==> config.mk <==
export PLATFORM = sky130hd
export DESIGN_NAME = agc_stepper
export DESIGN_NICKNAME = d
export VERILOG_FILES = /design/src/rtl/agc_pkg.sv /design/src/rtl/agc_level_acc.sv /design/src/rtl/agc_window_cmp.sv /design/src/rtl/agc_gain_step.sv /design/src/rtl/agc_stepper.sv
export SDC_FILE = /design/constraint.sdc
export NUM_CORES = 1
export LEC_CHECK = 0
export BUFFER_PORTS_ARGS = -buffer_cell sky130_fd_sc_hd__buf_2
export CORE_MARGIN = 2
export CORE_UTILIZATION = 30
export CTS_CLUSTER_DIAMETER = 150
export DETAILED_ROUTE_END_ITERATION = 10
export PLACE_DENSITY = 0.59
export SLEW_MARGIN = 20
export SYNTH_ARGS = -nofsm -noshare
export SYNTH_HDL_FRONTEND = slang
export SYNTH_HIERARCHICAL = 1
export SYNTH_SLANG_ARGS = --single-unit
export TNS_END_PERCENT = 100
==> constraint.sdc <==
create_clock -name clk -period 4.19 [get_ports clk]
set_clock_uncertainty 0.2 [all_clocks]
set_input_delay 0.838 -clock clk [delete_from_list [all_inputs] [get_ports clk]]
set_output_delay 0.838 -clock clk [all_outputs]
set_load 0.02 [all_outputs]
==> src/rtl/agc_pkg.sv <==
package agc_pkg;

  typedef enum logic [1:0] {
    STEP_HOLD = 2'd0,
    STEP_UP   = 2'd1,
    STEP_DN   = 2'd2
  } step_e;

  typedef enum logic {
    PH_MEAS = 1'b0,
    PH_UPD  = 1'b1
  } phase_e;

  // Sum width that cannot overflow for max_spc samples of full magnitude.
  function automatic int acc_width(int smp_w, int max_spc);
    return smp_w + $clog2(max_spc + 1);
  endfunction

endpackage

==> src/rtl/agc_level_acc.sv <==
module agc_level_acc
  import agc_pkg::*;
#(
  parameter int SMP_W = 12,
  parameter int ACC_W = 23
) (
  input  logic                    clk,
  input  logic                    rst,
  input  logic                    en,
  input  logic                    smp_valid,
  input  logic signed [SMP_W-1:0] smp_data,
  input  logic                    clear,
  output logic [ACC_W-1:0]        acc_o
);

  logic [SMP_W-1:0] mag;

  // Two's-complement magnitude; the most negative code maps to 2**(SMP_W-1).
  always_comb begin
    if (smp_data[SMP_W-1]) mag = ~smp_data + SMP_W'(1);
    else                   mag = smp_data;
  end

  always_ff @(posedge clk) begin
    if (rst || !en) begin
      acc_o <= '0;
    end else if (clear) begin
      acc_o <= smp_valid ? ACC_W'(mag) : '0;
    end else if (smp_valid) begin
      acc_o <= acc_o + ACC_W'(mag);
    end
  end

  AST_NO_OVERFLOW: assert property (@(posedge clk) disable iff (rst)
    (en && !clear && smp_valid) |=> (acc_o >= $past(acc_o)));

  AST_IDLE_SAMPLE: assert property (@(posedge clk) disable iff (rst)
    (en && !clear && !smp_valid) |=> $stable(acc_o));

endmodule

==> src/rtl/agc_window_cmp.sv <==
module agc_window_cmp
  import agc_pkg::*;
#(
  parameter int ACC_W = 23
) (
  input  logic             clk,
  input  logic             rst,
  input  logic             en,
  input  logic             meas_fire,
  input  logic [ACC_W-1:0] level,
  input  logic [ACC_W-1:0] thr_lo,
  input  logic [ACC_W-1:0] thr_hi,
  output step_e            step_o,
  output logic             ok_o
);

  logic  above, below;
  step_e step_nxt;

  always_comb begin
    above = level > thr_hi;
    below = level < thr_lo;
    // Too loud wins over too quiet when the bounds are misordered.
    if (above)      step_nxt = STEP_DN;
    else if (below) step_nxt = STEP_UP;
    else            step_nxt = STEP_HOLD;
  end

  always_ff @(posedge clk) begin
    if (rst || !en) begin
      step_o <= STEP_HOLD;
      ok_o   <= 1'b0;
    end else if (meas_fire) begin
      step_o <= step_nxt;
      ok_o   <= !above && !below;
    end
  end

  AST_OK_AT_CLOSE: assert property (@(posedge clk) disable iff (rst)
    $rose(ok_o) |-> $past(meas_fire));

endmodule

==> src/rtl/agc_gain_step.sv <==
module agc_gain_step
  import agc_pkg::*;
#(
  parameter int GAIN_W = 3
) (
  input  logic              clk,
  input  logic              rst,
  input  logic              en,
  input  logic              upd_fire,
  input  step_e             step_i,
  output logic [GAIN_W-1:0] gain_o
);

  localparam logic [GAIN_W-1:0] GMAX  = '1;
  localparam logic [GAIN_W:0]   ONE_X = (GAIN_W+1)'(1);

  always_ff @(posedge clk) begin
    if (rst || !en) begin
      gain_o <= GMAX;
    end else if (upd_fire) begin
      case (step_i)
        STEP_UP: if (gain_o != GMAX)      gain_o <= gain_o + GAIN_W'(1);
        STEP_DN: if (gain_o != '0)        gain_o <= gain_o - GAIN_W'(1);
        default: gain_o <= gain_o;
      endcase
    end
  end

  AST_ONE_STEP: assert property (@(posedge clk) disable iff (rst)
    ($past(en) && !$past(rst)) |->
      (({1'b0, gain_o} == {1'b0, $past(gain_o)}) ||
       ({1'b0, gain_o} == {1'b0, $past(gain_o)} + ONE_X) ||
       ({1'b0, $past(gain_o)} == {1'b0, gain_o} + ONE_X)));

  AST_HOLD_OFF_UPD: assert property (@(posedge clk) disable iff (rst)
    ($past(en) && !$past(rst) && !$past(upd_fire)) |-> (gain_o == $past(gain_o)));

  AST_DISABLED_MAX: assert property (@(posedge clk) disable iff (rst)
    !en |=> (gain_o == GMAX));

endmodule

==> src/rtl/agc_stepper.sv <==
module agc_stepper
  import agc_pkg::*;
#(
  parameter int SMP_W   = 12,
  parameter int MAX_SPC = 1024,
  parameter int GAIN_W  = 3,
  parameter int ACC_W   = agc_pkg::acc_width(SMP_W, MAX_SPC)
) (
  input  logic                    clk,
  input  logic                    rst,
  input  logic                    en,
  input  logic                    smp_valid,
  input  logic signed [SMP_W-1:0] smp_data,
  input  logic                    chip_stb,
  input  logic [ACC_W-1:0]        thr_lo,
  input  logic [ACC_W-1:0]        thr_hi,
  output logic [GAIN_W-1:0]       gain_code,
  output logic                    level_ok
);

  phase_e           phase_q;
  logic             meas_fire, upd_fire;
  logic [ACC_W-1:0] level;
  step_e            step_q;

  assign meas_fire = en && chip_stb && (phase_q == PH_MEAS);
  assign upd_fire  = en && chip_stb && (phase_q == PH_UPD);

  always_ff @(posedge clk) begin
    if (rst || !en)    phase_q <= PH_MEAS;
    else if (chip_stb) phase_q <= (phase_q == PH_MEAS) ? PH_UPD : PH_MEAS;
  end

  agc_level_acc #(.SMP_W(SMP_W), .ACC_W(ACC_W)) u_acc (
    .clk(clk), .rst(rst), .en(en), .smp_valid(smp_valid),
    .smp_data(smp_data), .clear(chip_stb), .acc_o(level)
  );

  agc_window_cmp #(.ACC_W(ACC_W)) u_cmp (
    .clk(clk), .rst(rst), .en(en), .meas_fire(meas_fire), .level(level),
    .thr_lo(thr_lo), .thr_hi(thr_hi), .step_o(step_q), .ok_o(level_ok)
  );

  agc_gain_step #(.GAIN_W(GAIN_W)) u_gain (
    .clk(clk), .rst(rst), .en(en), .upd_fire(upd_fire),
    .step_i(step_q), .gain_o(gain_code)
  );

  AST_PHASE_ALT: assert property (@(posedge clk) disable iff (rst)
    meas_fire |=> (phase_q == PH_UPD));

endmodule

Yosys cells after proc, flatten, opt, wreduce, memory -nomap -nowiden
Cells that the tools add are included.

storage, ports and cells
  register bits after elaboration = 30
  input bits = 63
  output and inout bits = 4
  logic and storage cells = 40

operators by class
  add/sub/neg operators = 4
  $lt $le $gt $ge = 2
  equal/unequal tests = 5
  multiplexer cells = 10
  bitwise gates (word level) = 2
  reduce and logical (&&, ||, !) cells = 12

operators by type and width
  cell                                                                      number
  23-bit two-way mux                                                        2
  12-bit two-way mux                                                        2
  23-bit by 12-bit adder with 23-bit output                                 1
  23-bit greater-than comparator                                            1
  23-bit < comparator                                                       1
  12-bit by 2-bit adder with 12-bit output (second input constant)          1
  12-bit inverter                                                           1
  3-bit two-way mux                                                         2
  3-bit one-hot mux with 2 select lines                                     1
  1-bit logical AND                                                         4
  2-bit by 1-bit inequality test with 1-bit output (second input constant)  2
  4-bit AND reduction                                                       1
  2-bit nonzero test                                                        2
  3-bit by 1-bit adder with 3-bit output (second input constant)            1
  1-bit logical NOT                                                         3
  3-bit inequality test (second input constant)                             1
  3-bit nonzero test                                                        1
  3-bit by 1-bit subtractor with 3-bit output (second input constant)       1
  2-bit by 1-bit == test with 1-bit output (second input constant)          1
  2-bit == test (second input constant)                                     1
  1-bit two-way mux                                                         2
  2-bit two-way mux                                                         1
  1-bit logical OR                                                          1
  1-bit inverter                                                            1

Logic depth before layout (Yosys ltp)
  depth after elaboration = 6
  mapped depth = 12
  gate-level depth less buffers = 12

By module
The synthesis kept the hierarchy.

by module, submodules not included
  module          times used  cells each  area each (µm²)  sequential area each (µm²)
  agc_level_acc   1           246         1926.8           460.4
  agc_window_cmp  1           170         1253.7           60.1
  agc_gain_step   1           20          182.7            60.1
  agc_stepper     1           6           56.3             20.0

Worst setup path before layout
Ideal clock, no wire load.

  path type = input to register
  from = input smp_data[5]
  to = register u_acc.acc_o[17]
  setup time = 124 ps
  arrival time = 2957 ps
  data required time = 3866 ps
  path slack = 909 ps
  cell stages on the path = 11
  buffers on the path = 0
  path through = nor4_2 nand2_1 o31ai_1 xnor2_1 ha_1 nand2_1 or3_1 o21ai_0 o21a_1 o21ai_0 mux2i_1

between the ends
  longest elaborated chain between the ends = 6

RTL lines
  item                                         RTL line             source
  start: declaration                           agc_stepper.sv:13    input logic signed [SMP_W-1:0] smp_data,
  12-bit inverter                              agc_level_acc.sv:20  if (smp_data[SMP_W-1]) mag = ~smp_data + SMP_W'(1);
  12-bit by 2-bit adder with 12-bit output     agc_level_acc.sv:20
  12-bit two-way mux *                         agc_level_acc.sv:20
  23-bit by 12-bit adder with 23-bit output *  agc_level_acc.sv:30  acc_o <= acc_o + ACC_W'(mag);
  23-bit two-way mux *                         agc_level_acc.sv:29  end else if (smp_valid) begin
  23-bit two-way mux *                         agc_level_acc.sv:27  end else if (clear) begin
  end signal: assignment                       agc_level_acc.sv:28  acc_o <= smp_valid ? ACC_W'(mag) : '0;
  end signal: assignment                       agc_level_acc.sv:30
  end: declaration                             agc_level_acc.sv:13  output logic [ACC_W-1:0] acc_o

Every way passes the cells marked *; elsewhere a longest branch is shown, timed or not. The select of a mux whose other input is x is not followed.
A chain may end at the register's enable or synchronous reset.

Worst setup path after layout
  from = input smp_data[3]
  to = register u_acc.acc_o[16]

The elaborated chain is that of the path after synthesis.

==> metrics.log <==
INFO  metric routed_via_density = 5.220
INFO  metric initial_core_util = 31.13%
INFO  metric pre_cts_ws = 0.4535 ns
INFO  metric ctsRootBufferMaster = sky130_fd_sc_hd__clkbuf_16
INFO  metric first_pass_grt_wire_length = 15180 um
INFO  metric nature_of_the_critical_path_endpoint = flop
INFO  metric critical_path.reg2reg.startpoint = u_acc/acc_o[0]$_SDFFE_PP0P_
INFO  metric wl_per_cell = between 10 and 15 um
INFO  metric num_rows = 38
INFO  metric worstPathMaxFanout = 8
INFO  metric cts_tree = done
INFO  metric whs = 0.3140 ns
INFO  metric dominant_combinational_cell_family_by_area_after_synthesis = adder cells
INFO  metric edff_count_synth = 0
INFO  metric min_path_type = reg -> reg
INFO  metric drt_first_pass_iters = 5
INFO  metric final_layout_size_suffix_gt1_share = 17.88%
INFO  metric finish.utilization = a little under two fifths
INFO  metric synth_simple_gate_area_share = 22.87%
INFO  metric ys.warnings.count = 6
INFO  metric antenna_found_initial = 0
INFO  metric post_dp_cell_area = between 3000 and 4000 um^2
INFO  metric min_period_over_period = 82.65%
INFO  metric first_iter_violations = ~250
INFO  metric hold_path.startpoint = u_cmp/step_o[0]$_SDFFE_PP0P_
INFO  metric final_period_demand_of_the_worst_path = 3.463 ns
INFO  metric timing_max_transition_violations_final = 0
INFO  metric slew_headroom = 55.85%
INFO  metric cts_resized = 0
INFO  metric dieWidth = 110.8 um
INFO  metric postSynth.asyncResetShare = 0%
INFO  metric reg2reg_depth = 8
INFO  metric clk_latency_worst_skew_pair = roughly 0.28 ns
INFO  metric timing.critical_path.arrival = 3.43 ns
INFO  metric register_to_register_setup_slack = 1.51 ns
INFO  metric timing.setup.tns = 0 ns
INFO  metric global_placer_s_final_weighted_congestion = a little under 0.9
INFO  metric first_global_vias = approximately 3200
INFO  metric die_height = 110.8 um
INFO  metric synthMuxAreaShare = 2.671%
INFO  metric setup_viol_count_final = 0
INFO  metric tritoncts_sinks = 30
INFO  metric postLayoutCellArea = just over 4000 um^2
INFO  metric hpwlAfterDp = 7558 um
INFO  metric synthesis.area_per_instance = 7.736 um^2
INFO  metric htree_num_levels = 2
INFO  metric power_per_cell_area = 235.8 nW/um^2
INFO  metric synthAdderAreaFrac = 22.91%
INFO  metric cts_inserted_buffers = 5
INFO  metric worstHoldEndpoint = u_cmp/step_o[0]$_SDFFE_PP0P_
INFO  metric required = 4.15 ns
INFO  metric yosys.area_share.xor_xnor = 5.635%
INFO  metric syn-instance-count = around 440
INFO  metric post_cts.repair.setup_buffers = 0
INFO  metric rsz0062_at_grt = no
INFO  metric finalWorstSetupSlack = 0.7268 ns
INFO  metric max_freq = 288.8 MHz
INFO  metric regArea = approximately 600 um^2
INFO  metric grt_overflow = 0
INFO  metric drt_drc_violations_left = 0
INFO  metric power.leakage = about 2 nW
INFO  metric detailroute.via_count = 3388
INFO  metric area_delta_synth_final = 18.95%
INFO  metric worst_r2r_endpoint = u_acc/acc_o[16]$_SDFFE_PP0P_
INFO  metric nNetsFinal = between 600 and 700
INFO  metric cap_viol_max_count = 0
INFO  metric worst-slew-pin-transition = roughly 0.66 ns
INFO  metric postSynthRegisterBits = 30
INFO  metric timing_hold_violations_final = 0
INFO  metric insertedDiodeCount = 0
INFO  metric ir_drop_worst_case_vdd = 0.0001517 V
INFO  metric drtAntennaViolNets = 0
INFO  metric cts.hold.buffers_added = 0
INFO  metric maximum_number_of_pins_on_one_net_before_global_route_repair = 22
INFO  metric fin_cells = 649
INFO  metric cell_area_after_synthesis = ~3400 um^2
INFO  metric run_status = finished, final reports clean
INFO  metric gr-usage-all-layers = 14.91%
INFO  metric total_wire_length_after_detailed_routing = 9141 um
INFO  metric fp.dieArea = 12270 um^2
INFO  metric num-fill-cells = 1137
INFO  metric io_buffer_count = 66
INFO  metric critical_path.startpoint_type = primary input
INFO  metric yosysSeqAreaShare = 17.56%
INFO  metric synthesis.nets = 567
INFO  metric clk_pin_slew = 0.06 ns
INFO  metric place_inst = 641
INFO  metric post_synthesis_compound_gate_area_fraction = 21.84%
INFO  metric area_of_the_placeable_core = ~11000 um^2
INFO  metric power.total = 0.9593 mW
INFO  metric hold_depth = 2
INFO  metric cts_max_path_buffers = 2
INFO  metric io_pins = 67
INFO  metric timing_worst_setup_path_type = in -> reg
INFO  metric synth_flop_cell = sky130_fd_sc_hd__dfxtp_1
INFO  metric ys_types = 61
INFO  metric multiInputGateArea = 2596 um^2
## state kept, by name, indices dropped and copies added (netlist names)
| signal | count |
|---|---|
| phase_q | 1 |
| u_cmp/ok_o | 1 |
| u_gain/gain_o | 3 |
| u_acc/acc_o | 23 |
| u_cmp/step_o | 2 |
## metal layers
| metal | wire [um] | vias to the layer above | GRT usage (%) |
|---|---|---|---|
| li1 | - | 1734 | - |
| met1 | 4383 | 1562 | 19.87 |
| met2 | 4247 | 86 | 24.58 |
| met3 | 424 | 6 | 2.788 |
| met4 | 85 | 0 | 4.250 |
| met5 | 0 | - | 0 |
## final cells by class
type / instances / area share [%]
Clock inverter: 3 / 1.107
Sequential cell: 30 / 14.76
Timing Repair Buffer: 66 / 8.121
Inverter: 52 / 4.799
Multi-Input combinational cell: 353 / 63.83
Clock buffer: 5 / 3.076
Tap cell: 140 / 4.306
## kinds of logic (layout without fill, tap and decap cells)
group	count (synthesis)	in the layout
buf+inv	59	126
mux	9	9
xor+xnor	22	22
compound gates	113	113
flops	30	30
simple gates	147	147
fa+ha+maj	62	62
## critical path, stage by stage
cell and delay [ns]:
sky130_fd_sc_hd__buf_2 0.13, sky130_fd_sc_hd__nor4_2 0.35, sky130_fd_sc_hd__nand3_1 0.17, sky130_fd_sc_hd__nor4b_2 0.34, sky130_fd_sc_hd__ha_1 0.36, sky130_fd_sc_hd__a21oi_1 0.22
sky130_fd_sc_hd__o21ai_0 0.16, sky130_fd_sc_hd__a311oi_2 0.50, sky130_fd_sc_hd__nor3_1 0.13, sky130_fd_sc_hd__xnor2_1 0.16, sky130_fd_sc_hd__nor2_1 0.05
## worst max-delay path by stage
| stage | from | end | slack, ns |
|---|---|---|---|
| final | smp_data[3] | u_acc/acc_o[16]$_SDFFE_PP0P_ | 0.73 |
| after global routing | smp_data[3] | u_acc/acc_o[16]$_SDFFE_PP0P_ | 0.50 |
| after CTS | smp_data[3] | u_acc/acc_o[16]$_SDFFE_PP0P_ | 0.74 |
| after detailed placement | smp_data[3] | u_acc/acc_o[16]$_SDFFE_PP0P_ | 0.45 |
| after global placement | smp_data[5] | u_acc/acc_o[17]$_SDFFE_PP0P_ | 0.51 |
| after floorplan | smp_data[5] | u_acc/acc_o[17]$_SDFFE_PP0P_ | 0.91 |
## synth_stat cells (all sizes together), types with 3 or more instances
cell type / n / share of area [%]
o31ai: 4 / 0.88
a211oi: 9 / 2.4
a22oi: 3 / 0.66
o211ai: 3 / 0.66
nor2: 27 / 3.0
nand3: 20 / 2.9
inv: 52 / 5.7
a21oi: 39 / 5.7
xor2: 5 / 1.3
nor2b: 6 / 1.1
ha: 61 / 22
dfxtp: 30 / 18
nand4b: 3 / 0.77
a21boi: 4 / 0.88
nand2b: 6 / 1.1
clkbuf: 5 / 0.55
and3: 7 / 1.3
or3: 8 / 1.5
nor3: 11 / 1.6
o21ai: 25 / 3.7
a21o: 7 / 1.5
mux2i: 8 / 2.3
and2: 3 / 0.55
nand4: 10 / 1.8
xnor2: 17 / 4.4
nand2: 33 / 3.7
## cells in the final DEF (no fill, tap or decap), types with 6 or more instances in the layout
master	count
sky130_fd_sc_hd__xnor2_1	17
sky130_fd_sc_hd__o21ai_0	23
sky130_fd_sc_hd__inv_1	52
sky130_fd_sc_hd__buf_2	66
sky130_fd_sc_hd__nor2_1	27
sky130_fd_sc_hd__a21oi_1	39
sky130_fd_sc_hd__or3_1	8
sky130_fd_sc_hd__nor3_1	11
sky130_fd_sc_hd__ha_1	61
sky130_fd_sc_hd__and3_1	6
sky130_fd_sc_hd__nor2b_1	6
sky130_fd_sc_hd__mux2i_1	8
sky130_fd_sc_hd__a21o_1	7
sky130_fd_sc_hd__nand2b_1	6
sky130_fd_sc_hd__a211oi_1	6
sky130_fd_sc_hd__nand3_1	20
sky130_fd_sc_hd__nand4_1	10
sky130_fd_sc_hd__nand2_1	32
sky130_fd_sc_hd__dfxtp_1	30
## power breakdown
part / internal [mW] / total (mW) / switching, mW
clock: 0.280 / 0.414 / 0.134
sequential: 0.292 / 0.301 / 0.00889
combinational: 0.105 / 0.244 / 0.139
Note: power is estimated with default switching activity, not from simulation.
